<file path="src/rtl/rove_pkg.sv">
package rove_pkg;
  typedef enum logic {
    ST_IDLE = 1'b0,
    ST_WAIT = 1'b1
  } rove_state_e;
endpackage

</file>
<file path="src/rtl/rove_axis.sv">
module rove_axis #(
  parameter int N_TILES = 8,
  localparam int IDX_W = $clog2(N_TILES)
) (
  input  logic             clk_i,
  input  logic             rst_ni,
  input  logic             advance_i,
  output logic [IDX_W-1:0] pos_o,
  output logic             back_o,
  output logic             turn_o
);
  localparam logic [IDX_W:0] LAST = (IDX_W+1)'(N_TILES - 2);

  logic [IDX_W:0] pos_q, pos_nxt;
  logic           back_q, turn_q, turn_nxt;

  always_comb begin
    pos_nxt  = back_q ? pos_q - (IDX_W+1)'(2) : pos_q + (IDX_W+1)'(2);
    turn_nxt = back_q ? (pos_nxt == '0) : (pos_nxt == LAST);
  end

  always_ff @(posedge clk_i or negedge rst_ni) begin
    if (!rst_ni) begin
      pos_q  <= '0;
      back_q <= 1'b0;
      turn_q <= 1'b0;
    end else begin
      turn_q <= advance_i && turn_nxt;
      if (advance_i) begin
        pos_q <= pos_nxt;
        if (turn_nxt) back_q <= ~back_q;
      end
    end
  end

  assign pos_o  = pos_q[IDX_W-1:0];
  assign back_o = back_q;
  assign turn_o = turn_q;

  p_pos_range_r9: assert property (@(posedge clk_i) disable iff (!rst_ni)
    (pos_q[0] == 1'b0) && (pos_q <= LAST));

  p_step_two_r2: assert property (@(posedge clk_i) disable iff (!rst_ni)
    advance_i |=> ((pos_q == $past(pos_q) + (IDX_W+1)'(2)) ||
                   (pos_q + (IDX_W+1)'(2) == $past(pos_q))));

  p_turn_edge_r6: assert property (@(posedge clk_i) disable iff (!rst_ni)
    turn_q |-> ((pos_q == '0 && !back_q) || (pos_q == LAST && back_q)));

  p_turn_pulse_r7: assert property (@(posedge clk_i) disable iff (!rst_ni)
    !advance_i |=> !turn_q);
endmodule

</file>
<file path="src/rtl/rove_step_fsm.sv">
module rove_step_fsm
  import rove_pkg::*;
(
  input  logic clk_i,
  input  logic rst_ni,
  input  logic run_i,
  input  logic skip_i,
  input  logic ack_i,
  output logic advance_o,
  output logic relocate_o,
  output logic busy_o
);
  rove_state_e state_q, state_d;
  logic        reloc_q;

  assign advance_o = (state_q == ST_IDLE) && run_i;

  always_comb begin
    state_d = state_q;
    unique case (state_q)
      ST_IDLE: if (run_i && !skip_i) state_d = ST_WAIT;
      ST_WAIT: if (ack_i) state_d = ST_IDLE;
      default: state_d = ST_IDLE;
    endcase
  end

  always_ff @(posedge clk_i or negedge rst_ni) begin
    if (!rst_ni) begin
      state_q <= ST_IDLE;
      reloc_q <= 1'b0;
    end else begin
      state_q <= state_d;
      reloc_q <= advance_o && !skip_i;
    end
  end

  assign relocate_o = reloc_q;
  assign busy_o     = (state_q == ST_WAIT);

  p_reloc_pulse_r3: assert property (@(posedge clk_i) disable iff (!rst_ni)
    relocate_o |=> !relocate_o);

  p_reloc_busy_r3: assert property (@(posedge clk_i) disable iff (!rst_ni)
    relocate_o |-> busy_o);

  p_skip_idle_r8: assert property (@(posedge clk_i) disable iff (!rst_ni)
    (advance_o && skip_i) |=> (!relocate_o && !busy_o));

  p_wait_hold_r4: assert property (@(posedge clk_i) disable iff (!rst_ni)
    (busy_o && !ack_i) |=> busy_o);
endmodule

</file>
<file path="src/rtl/rove_seq.sv">
module rove_seq #(
  parameter int N_TILES = 8,
  localparam int IDX_W = $clog2(N_TILES)
) (
  input  logic             clk_i,
  input  logic             rst_ni,
  input  logic             run_i,
  input  logic             skip_i,
  input  logic             ack_i,
  output logic [IDX_W-1:0] v_col_o,
  output logic [IDX_W-1:0] h_row_o,
  output logic             v_back_o,
  output logic             h_back_o,
  output logic             relocate_o,
  output logic             sweep_done_o,
  output logic             busy_o
);
  localparam int N_AXES = 2;

  logic                   advance;
  logic [IDX_W-1:0]       pos   [N_AXES];
  logic [N_AXES-1:0]      back, turn;

  rove_step_fsm u_fsm (
    .clk_i      (clk_i),
    .rst_ni     (rst_ni),
    .run_i      (run_i),
    .skip_i     (skip_i),
    .ack_i      (ack_i),
    .advance_o  (advance),
    .relocate_o (relocate_o),
    .busy_o     (busy_o)
  );

  // axis 0 = vertical region (columns), axis 1 = horizontal region (rows)
  for (genvar a = 0; a < N_AXES; a++) begin : g_axis
    rove_axis #(.N_TILES(N_TILES)) u_axis (
      .clk_i     (clk_i),
      .rst_ni    (rst_ni),
      .advance_i (advance),
      .pos_o     (pos[a]),
      .back_o    (back[a]),
      .turn_o    (turn[a])
    );
  end

  assign v_col_o      = pos[0];
  assign h_row_o      = pos[1];
  assign v_back_o     = back[0];
  assign h_back_o     = back[1];
  assign sweep_done_o = |turn;

  initial begin
    a_even_tiles: assert (N_TILES >= 4 && N_TILES % 2 == 0);
  end

  p_lockstep_r2: assert property (@(posedge clk_i) disable iff (!rst_ni)
    (v_col_o == h_row_o) && (v_back_o == h_back_o));

  p_frozen_r4: assert property (@(posedge clk_i) disable iff (!rst_ni)
    busy_o |=> ($stable(v_col_o) && $stable(h_row_o)));

  p_idle_ack_r5: assert property (@(posedge clk_i) disable iff (!rst_ni)
    (!busy_o && !run_i) |=> ($stable(v_col_o) && !relocate_o && !busy_o));
endmodule

</file>
<file path="config.mk">
export PLATFORM = sky130hd
export DESIGN_NAME = rove_seq
export DESIGN_NICKNAME = d
export VERILOG_FILES = /design/src/rtl/rove_pkg.sv /design/src/rtl/rove_axis.sv /design/src/rtl/rove_step_fsm.sv /design/src/rtl/rove_seq.sv
export SDC_FILE = /design/constraint.sdc
export NUM_CORES = 1
export LEC_CHECK = 0
export BUFFER_PORTS_ARGS = -buffer_cell sky130_fd_sc_hd__buf_4
export CORE_UTILIZATION = 50
export CTS_CLUSTER_SIZE = 14
export DETAILED_ROUTE_END_ITERATION = 6
export HOLD_SLACK_MARGIN = 0.15
export PLACE_DENSITY_LB_ADDON = 0.1
export SYNTH_ARGS = -nofsm -noshare
export SYNTH_HDL_FRONTEND = slang
export SYNTH_SLANG_ARGS = --single-unit
</file>
<file path="constraint.sdc">
create_clock -name clk_i -period 2.5 [get_ports clk_i]
set_clock_uncertainty 0.2 [all_clocks]
set_input_delay 0.125 -clock clk_i [delete_from_list [all_inputs] [get_ports clk_i]]
set_output_delay 0.125 -clock clk_i [all_outputs]
set_load 0.005 [all_outputs]
</file>
==> results of run 1 <==
[per-stage QoR]
stage	cell area, µm²	total power, mW
2_1_floorplan	698.2	0.7636
3_3_place_gp	760.7	0.8726
3_5_place_dp	760.7	0.8958
4_1_cts	853.3	1.031
5_1_grt	853.3	1.121
6_report	853.3	1.023
[power breakdown]
| group | internal (mW) | leakage, nW | switching (mW) |
|---|---|---|---|
| clock | 0.0559 | 0.0138 | 0.0647 |
| combinational | 0.294 | 0.267 | 0.261 |
| sequential | 0.273 | 0.144 | 0.0748 |
[path summary, 6_finish.rpt]
path	endpoint	slack (ns)	cells past startpoint
worst max-delay path	g_axis[0].u_axis.turn_o	0.53	5
min in group asynchronous	g_axis[1].u_axis.turn_o	0.71	3
max in group asynchronous	g_axis[0].u_axis.pos_q[1]	1.03	3
worst max register to register	g_axis[0].u_axis.turn_o	0.53	5
worst min register to register	g_axis[1].u_axis.pos_q[3]	0.29	1
worst min-delay path	g_axis[1].u_axis.pos_q[3]	0.29	1
[layout make-up]
class,instances,area (µm²)
multi-input combinational,41,317.8
timing repair buffer,20,167.7
fill,108,447.9
clock buffer,3,22.52
tap,15,18.77
sequential,12,300.3
inverter,7,26.28
[repair_timing]
| action | 4_1_cts | 5_1_grt |
|---|---|---|
| endpoints found under the hold margin | 18 | 0 |
| hold buffers | 7 | 0 |
| endpoints found under the setup margin | 0 | 0 |
[routing by layer]
layer / wire length [µm] / vias to the layer above / GRT usage
met5: 0 / - / 0
met4: 36 / 0 / 0.1552
met3: 41 / 5 / 0.03409
met2: 610 / 13 / 0.3542
met1: 539 / 218 / 0.2088
li1: - / 235 / -
[state kept, by name (all words and copies together), names as in the netlist]
name                  count
u_fsm.relocate_o          1
u_fsm.busy_o              1
g_axis.u_axis.turn_o      2
g_axis.u_axis.pos_q       6
g_axis.u_axis.back_o      2
[critical path: cells and delay by family, from the launching register on]
kind / cells / cell delay, ns
compound gates: 1 / 0.14
simple gates: 1 / 0.37
xor+xnor: 1 / 0.20
buf+inv: 1 / 0.11
flops: 1 / 0.46
fa+ha+maj: 1 / 0.43
[kinds of logic (layout without fill, tap and decap cells)]
| kind of cell | count (synthesis) | count (layout) |
|---|---|---|
| other | 1 | 2 |
| DFF | 12 | 12 |
| AOI/OAI and AO/OA | 11 | 11 |
| and+or+nand+nor | 12 | 12 |
| xor gates and xnor gates | 8 | 8 |
| buffers and inverters | 15 | 30 |
| adders and majority gates | 8 | 8 |
[placed cells by master, fill, tap and decap left out]
cell,Yosys,routed
nor2_1,1,1
buf_4,6,13
nand3_1,2,2
o21bai_1,2,2
nor2b_1,1,1
o22ai_1,1,1
or3b_1,1,1
o21ai_0,2,2
dfrtp_1,12,12
nand2_1,4,4
conb_1,1,2
ha_1,6,6
dlygate4sd3_1,0,7
nand3b_1,1,1
clkbuf_4,0,3
nand2b_1,1,1
a21oi_1,6,6
xnor2_1,8,8
or2_2,1,1
inv_1,7,7
fa_1,2,2
==> flow_metrics.tcl, run 1 <==
set metrics [dict create \
    postSynthCellCount 67 \
    min_period_over_period 0.7884 \
    firstDrtPassIters 3 \
    async_flop_share 1.000 \
    grt_pass1_wl_um 1890 \
    cpMaxStageDelayCell "dfrtp_1" \
    core-area_um2 1301 \
    cts_tree "done" \
    worstSkewPairLatency_ns 0.28 \
    ant_nets 0 \
    ys.flop_type "dfrtp_1" \
    synth_compound_area_frac 0.08829 \
    worstSetupStartpointType "flip-flop" \
    portBuffers 13 \
    die_w_um 39.27 \
    synth.area.top_cells "dfrtp_1 43%, ha_1 11%, xnor2_1 10%" \
    die_area_um2 1542 \
    layout.nets 98 \
    yosysMostFrequentCell "dfrtp_1" \
    cp.required_ns 2.50 \
    synth_top_area_cell "dfrtp_1" \
    outcome "complete, no violations" \
    synth_simple_gate_area_frac 0.09189 \
    antennaDiodeCount 0 \
    worstPathArrival_ns 1.97 \
    via_per_inst 4.806 \
    post_drt_wl_per_cell_um 12.53 \
    setup_viol 0 \
    synth_xor_area_frac 0.1009 \
    clockBufferDepth 2 \
    grt_pass1_vias 445 \
    ir_drop_mv 0.5942 \
    placementRows 13 \
    cts-buffers-inserted 3 \
    startpoint "g_axis[0].u_axis.back_o" \
    holdWs_ns 0.2944 \
    grt_max_degree 13 \
    fp.dieH_um 39.27 \
    root_buffer "clkbuf_4" \
    finalCriticalPeriod_ns 1.971 \
    critPathKind "flip-flop to flip-flop" \
    power_density_nw_per_um2 1199 \
    drt_iter0_drc 10 \
    cts_num_sinks 12 \
    synth_top_cell_area_share 0.4324 \
    p_leak_nw 0.4247 \
    synth.distinct_cells 21 \
    hold_path_class "flip-flop to flip-flop" \
    antenna_found_initial 0 \
    syn-mean-instance-area_um2 10.36 \
    synth-edff-count 0 \
    track_usage 0.2012 \
    finalSetupTns_ns 0 \
    pre_cts_ws_ns 0.5534 \
    crit_fanout 7 \
    synth_area_um2 694.4 \
    start_util 0.5337 \
    end_kind "flip-flop" \
    maxSlewViolCount 0 \
    post-route-util 0.6558 \
    synth_common_cells "12 x dfrtp_1, 8 x xnor2_1, 7 x inv_1" \
    finalHoldViolCount 0 \
    synthAdderAreaFrac 0.1658 \
    num_vias 471 \
    tightest_slew_ns 0.6844 \
    synth-seq-cells 12 \
    drv_cap 0 \
    timing.final.ws_setup_ns 0.5290 \
    grt_overflow 0 \
    gp_congestion 0.6850 \
    dpl.hpwl_um 808.2 \
    crit_chain "inv_1, fa_1, xnor2_1, or3b_1, a21oi_1" \
    max_stage_delay_ns 0.46 \
    dpl.cell_count 88 \
    slew_headroom 0.5428 \
    num_io_pins 16 \
    hp-start "g_axis[1].u_axis.pos_q[3]" \
    fin_cells 98 \
    rsz0062_at_grt "no" \
    yosysWarningCount 0 \
    area_growth_pct 22.88 \
    cts_htree_levels 1 \
    wl_um 1228 \
    muxShareOfSynthArea 0 \
    drive_above_1_share 0.2048 \
    reg2reg_from "g_axis[0].u_axis.back_o" \
    synth_seq_area_share 0.4324 \
    max_freq_mhz 507.4 \
    synth_top_family_by_area "adder cells" \
    post_cts_resized 0 \
    post_cts_buffers 0 \
    clkTransAtPathRegs_ns 0.07 \
    drc 0 \
]
No activity file was read; power rests on OpenSTA's default activity.
==> run 2, diff against run 1 <==
- clock period: 2.5 -> 2 ns (I/O delays scaled with it)
==> run 2 against run 1 <==
Final cell count rose by 2.0%. Critical path depth unchanged. Core utilization up 1.2 points. Clock-buffer cell count unchanged. Setup slack got worse by 0.45 ns. Maximum frequency increased by 2.9%. Cell area is 1.8% higher. Sequential share of layout area down 0.61 points. Clock power rose by 21%. Sequential cell count is the same.
==> flow_metrics.tcl, run 2 (synthesized netlist as in run 1, its figures left out) <==
set metrics [dict create \
    dpl.hpwl_um 856 \
    post_cts_resized 0 \
    path_buf_inv 1 \
    cp.required_ns 1.99 \
    grtUsageMet2 0.3208 \
    min_period_over_period 0.9582 \
    grt_pass1_wl_um 1869 \
    worstSkewPairLatency_ns 0.27 \
    drv_cap 0 \
    clockBufferDepth 2 \
    r2r_cells 5 \
    pre_cts_ws_ns 0.1131 \
    fill_cells 107 \
    track_usage 0.1968 \
    largest_register "g_axis.u_axis.pos_q" \
    cts_tree "done" \
    pwr-share-comb 0.558 \
    drt_iter0_drc 7 \
    whs_path_depth 1 \
    hold_path_class "flip-flop to flip-flop" \
    placementRows 13 \
    rr_endpoint "g_axis[0].u_axis.turn_o" \
    wl_um 1228 \
    core-area_um2 1301 \
    critPathKind "flip-flop to flip-flop" \
    dpl-instance-area_um2 775.7 \
    finalCriticalPeriod_ns 1.916 \
    power.internal_mw 0.7897 \
    switchingPower_mw 0.5008 \
    num_io_pins 16 \
    die_area_um2 1542 \
    power_density_nw_per_um2 1486 \
    worstPathArrival_ns 1.91 \
    grt_max_degree 13 \
    drc 0 \
    via_per_inst 4.820 \
    post-route-util 0.6673 \
    gp_congestion 0.7474 \
    outcome "complete, no violations" \
    antennaDiodeCount 0 \
    root_buffer "clkbuf_4" \
    worstSetupStartpointType "flip-flop" \
    grt_util_met3 0.06250 \
    max_stage_delay_ns 0.48 \
    crit_fanout 3 \
    rrSetupSlack_ns 0.08 \
    layout.nets 100 \
    tightest_slew_ns 0.5285 \
    finalHoldViolCount 0 \
    cpMaxStageDelayCell "fa_1" \
    fp.dieH_um 39.27 \
    dpl.cell_count 90 \
    rsz0062_at_grt "no" \
    num_vias 482 \
    largest_reg_flops 6 \
    ant_nets 0 \
    cts_htree_levels 1 \
    cp_top_family "adder cells" \
    clkTransAtPathRegs_ns 0.07 \
    setup_viol 0 \
    start_util 0.5337 \
    reg2reg_from "g_axis[0].u_axis.pos_q[1]" \
    end_kind "flip-flop" \
    drive_above_1_share 0.2235 \
    p_clk_frac 0.114 \
    max_freq_mhz 521.8 \
    grt_overflow 0 \
    grt_busiest_layer "met2" \
    seqPwrFrac 0.328 \
    cts-buffers-inserted 3 \
    firstDrtPassIters 3 \
    netSwitchingFraction 0.3881 \
    die_w_um 39.27 \
    p_leak_nw 0.4340 \
    slew_headroom 0.6465 \
    maxSlewViolCount 0 \
    finalSetupTns_ns 0 \
    hold_end "g_axis[1].u_axis.pos_q[3]" \
    use_met1 0.2140 \
    hp-start "g_axis[1].u_axis.pos_q[3]" \
    portBuffers 13 \
    cts_num_sinks 12 \
    post_drt_wl_per_cell_um 12.28 \
    timing.final.ws_setup_ns 0.08365 \
    fin_cells 100 \
    finalInstanceArea_um2 868.3 \
    power.total_mw 1.290 \
    mostFrequentLayoutCell "buf_4" \
    ir_drop_mv 0.8330 \
    crit_chain "inv_1, fa_1, xnor2_1, or3b_1, a21oi_1" \
    mostFrequentLayoutCells "15 x buf_4, 12 x dfrtp_1, 8 x xnor2_1" \
    area_growth_pct 25.05 \
    grt_pass1_vias 464 \
    antenna_found_initial 0 \
    holdWs_ns 0.2968 \
]
==> run 2: cell types whose count changed in the layout (fill, tap and decap cells not counted), sizes merged <==
cell	delta
buf	+2
==> run 2: what timing repair did <==
| item | 4_1_cts | 5_1_grt |
|---|---|---|
| hold buffers | 7 | 0 |
| buffers inserted | 0 | 0 |
| hold endpoints to repair | 19 | 0 |
==> run 2: cell type report <==
class                           count  area, µm²  share of cell area
Multi-Input combinational cell     41      317.8              0.3660
Sequential cell                    12      300.3              0.3458
Timing Repair Buffer               22      182.7              0.2104
Inverter                            7      26.28             0.03026
Clock buffer                        3      22.52             0.02594
Tap cell                           15      18.77             0.02161
==> run 2: worst reg2reg max path: stages, from the launching register on <==
cell,delay [ns]
dfrtp_1,0.37
inv_1,0.11
fa_1,0.48
xnor2_1,0.19
or3b_1,0.36
a21oi_1,0.14
==> run 2: power by group through the flow <==
stage | clock network [mW] | registers (mW) | logic, mW
floorplan | 0 | 0.425 | 0.530
global placement | 0 | 0.424 | 0.686
detailed placement | 0 | 0.430 | 0.700
CTS | 0.150 | 0.425 | 0.718
global route | 0.161 | 0.434 | 0.816
finish | 0.147 | 0.423 | 0.721
==> run 2: worst max path at each step <==
| stage | startpoint | to | slack (ns) | cells past startpoint |
|---|---|---|---|---|
| floorplan | g_axis[0].u_axis.back_o | g_axis[0].u_axis.turn_o | 0.17 | 5 |
| global placement | g_axis[0].u_axis.pos_q[1] | g_axis[0].u_axis.turn_o | 0.16 | 5 |
| finish | g_axis[0].u_axis.pos_q[1] | g_axis[0].u_axis.turn_o | 0.08 | 5 |
| global route | g_axis[0].u_axis.pos_q[1] | g_axis[0].u_axis.turn_o | 0.04 | 5 |
| CTS | g_axis[0].u_axis.pos_q[1] | g_axis[0].u_axis.turn_o | 0.1 | 5 |
| detailed placement | g_axis[0].u_axis.pos_q[1] | g_axis[0].u_axis.turn_o | 0.11 | 5 |
==> run 2: routing by layer <==
layer,up-vias,wire length (µm),part of all wire
met2,13,593,0.48
met3,5,51,0.042
met1,224,553,0.45
li1,240,-,-
met4,0,29,0.024
met5,-,0,0
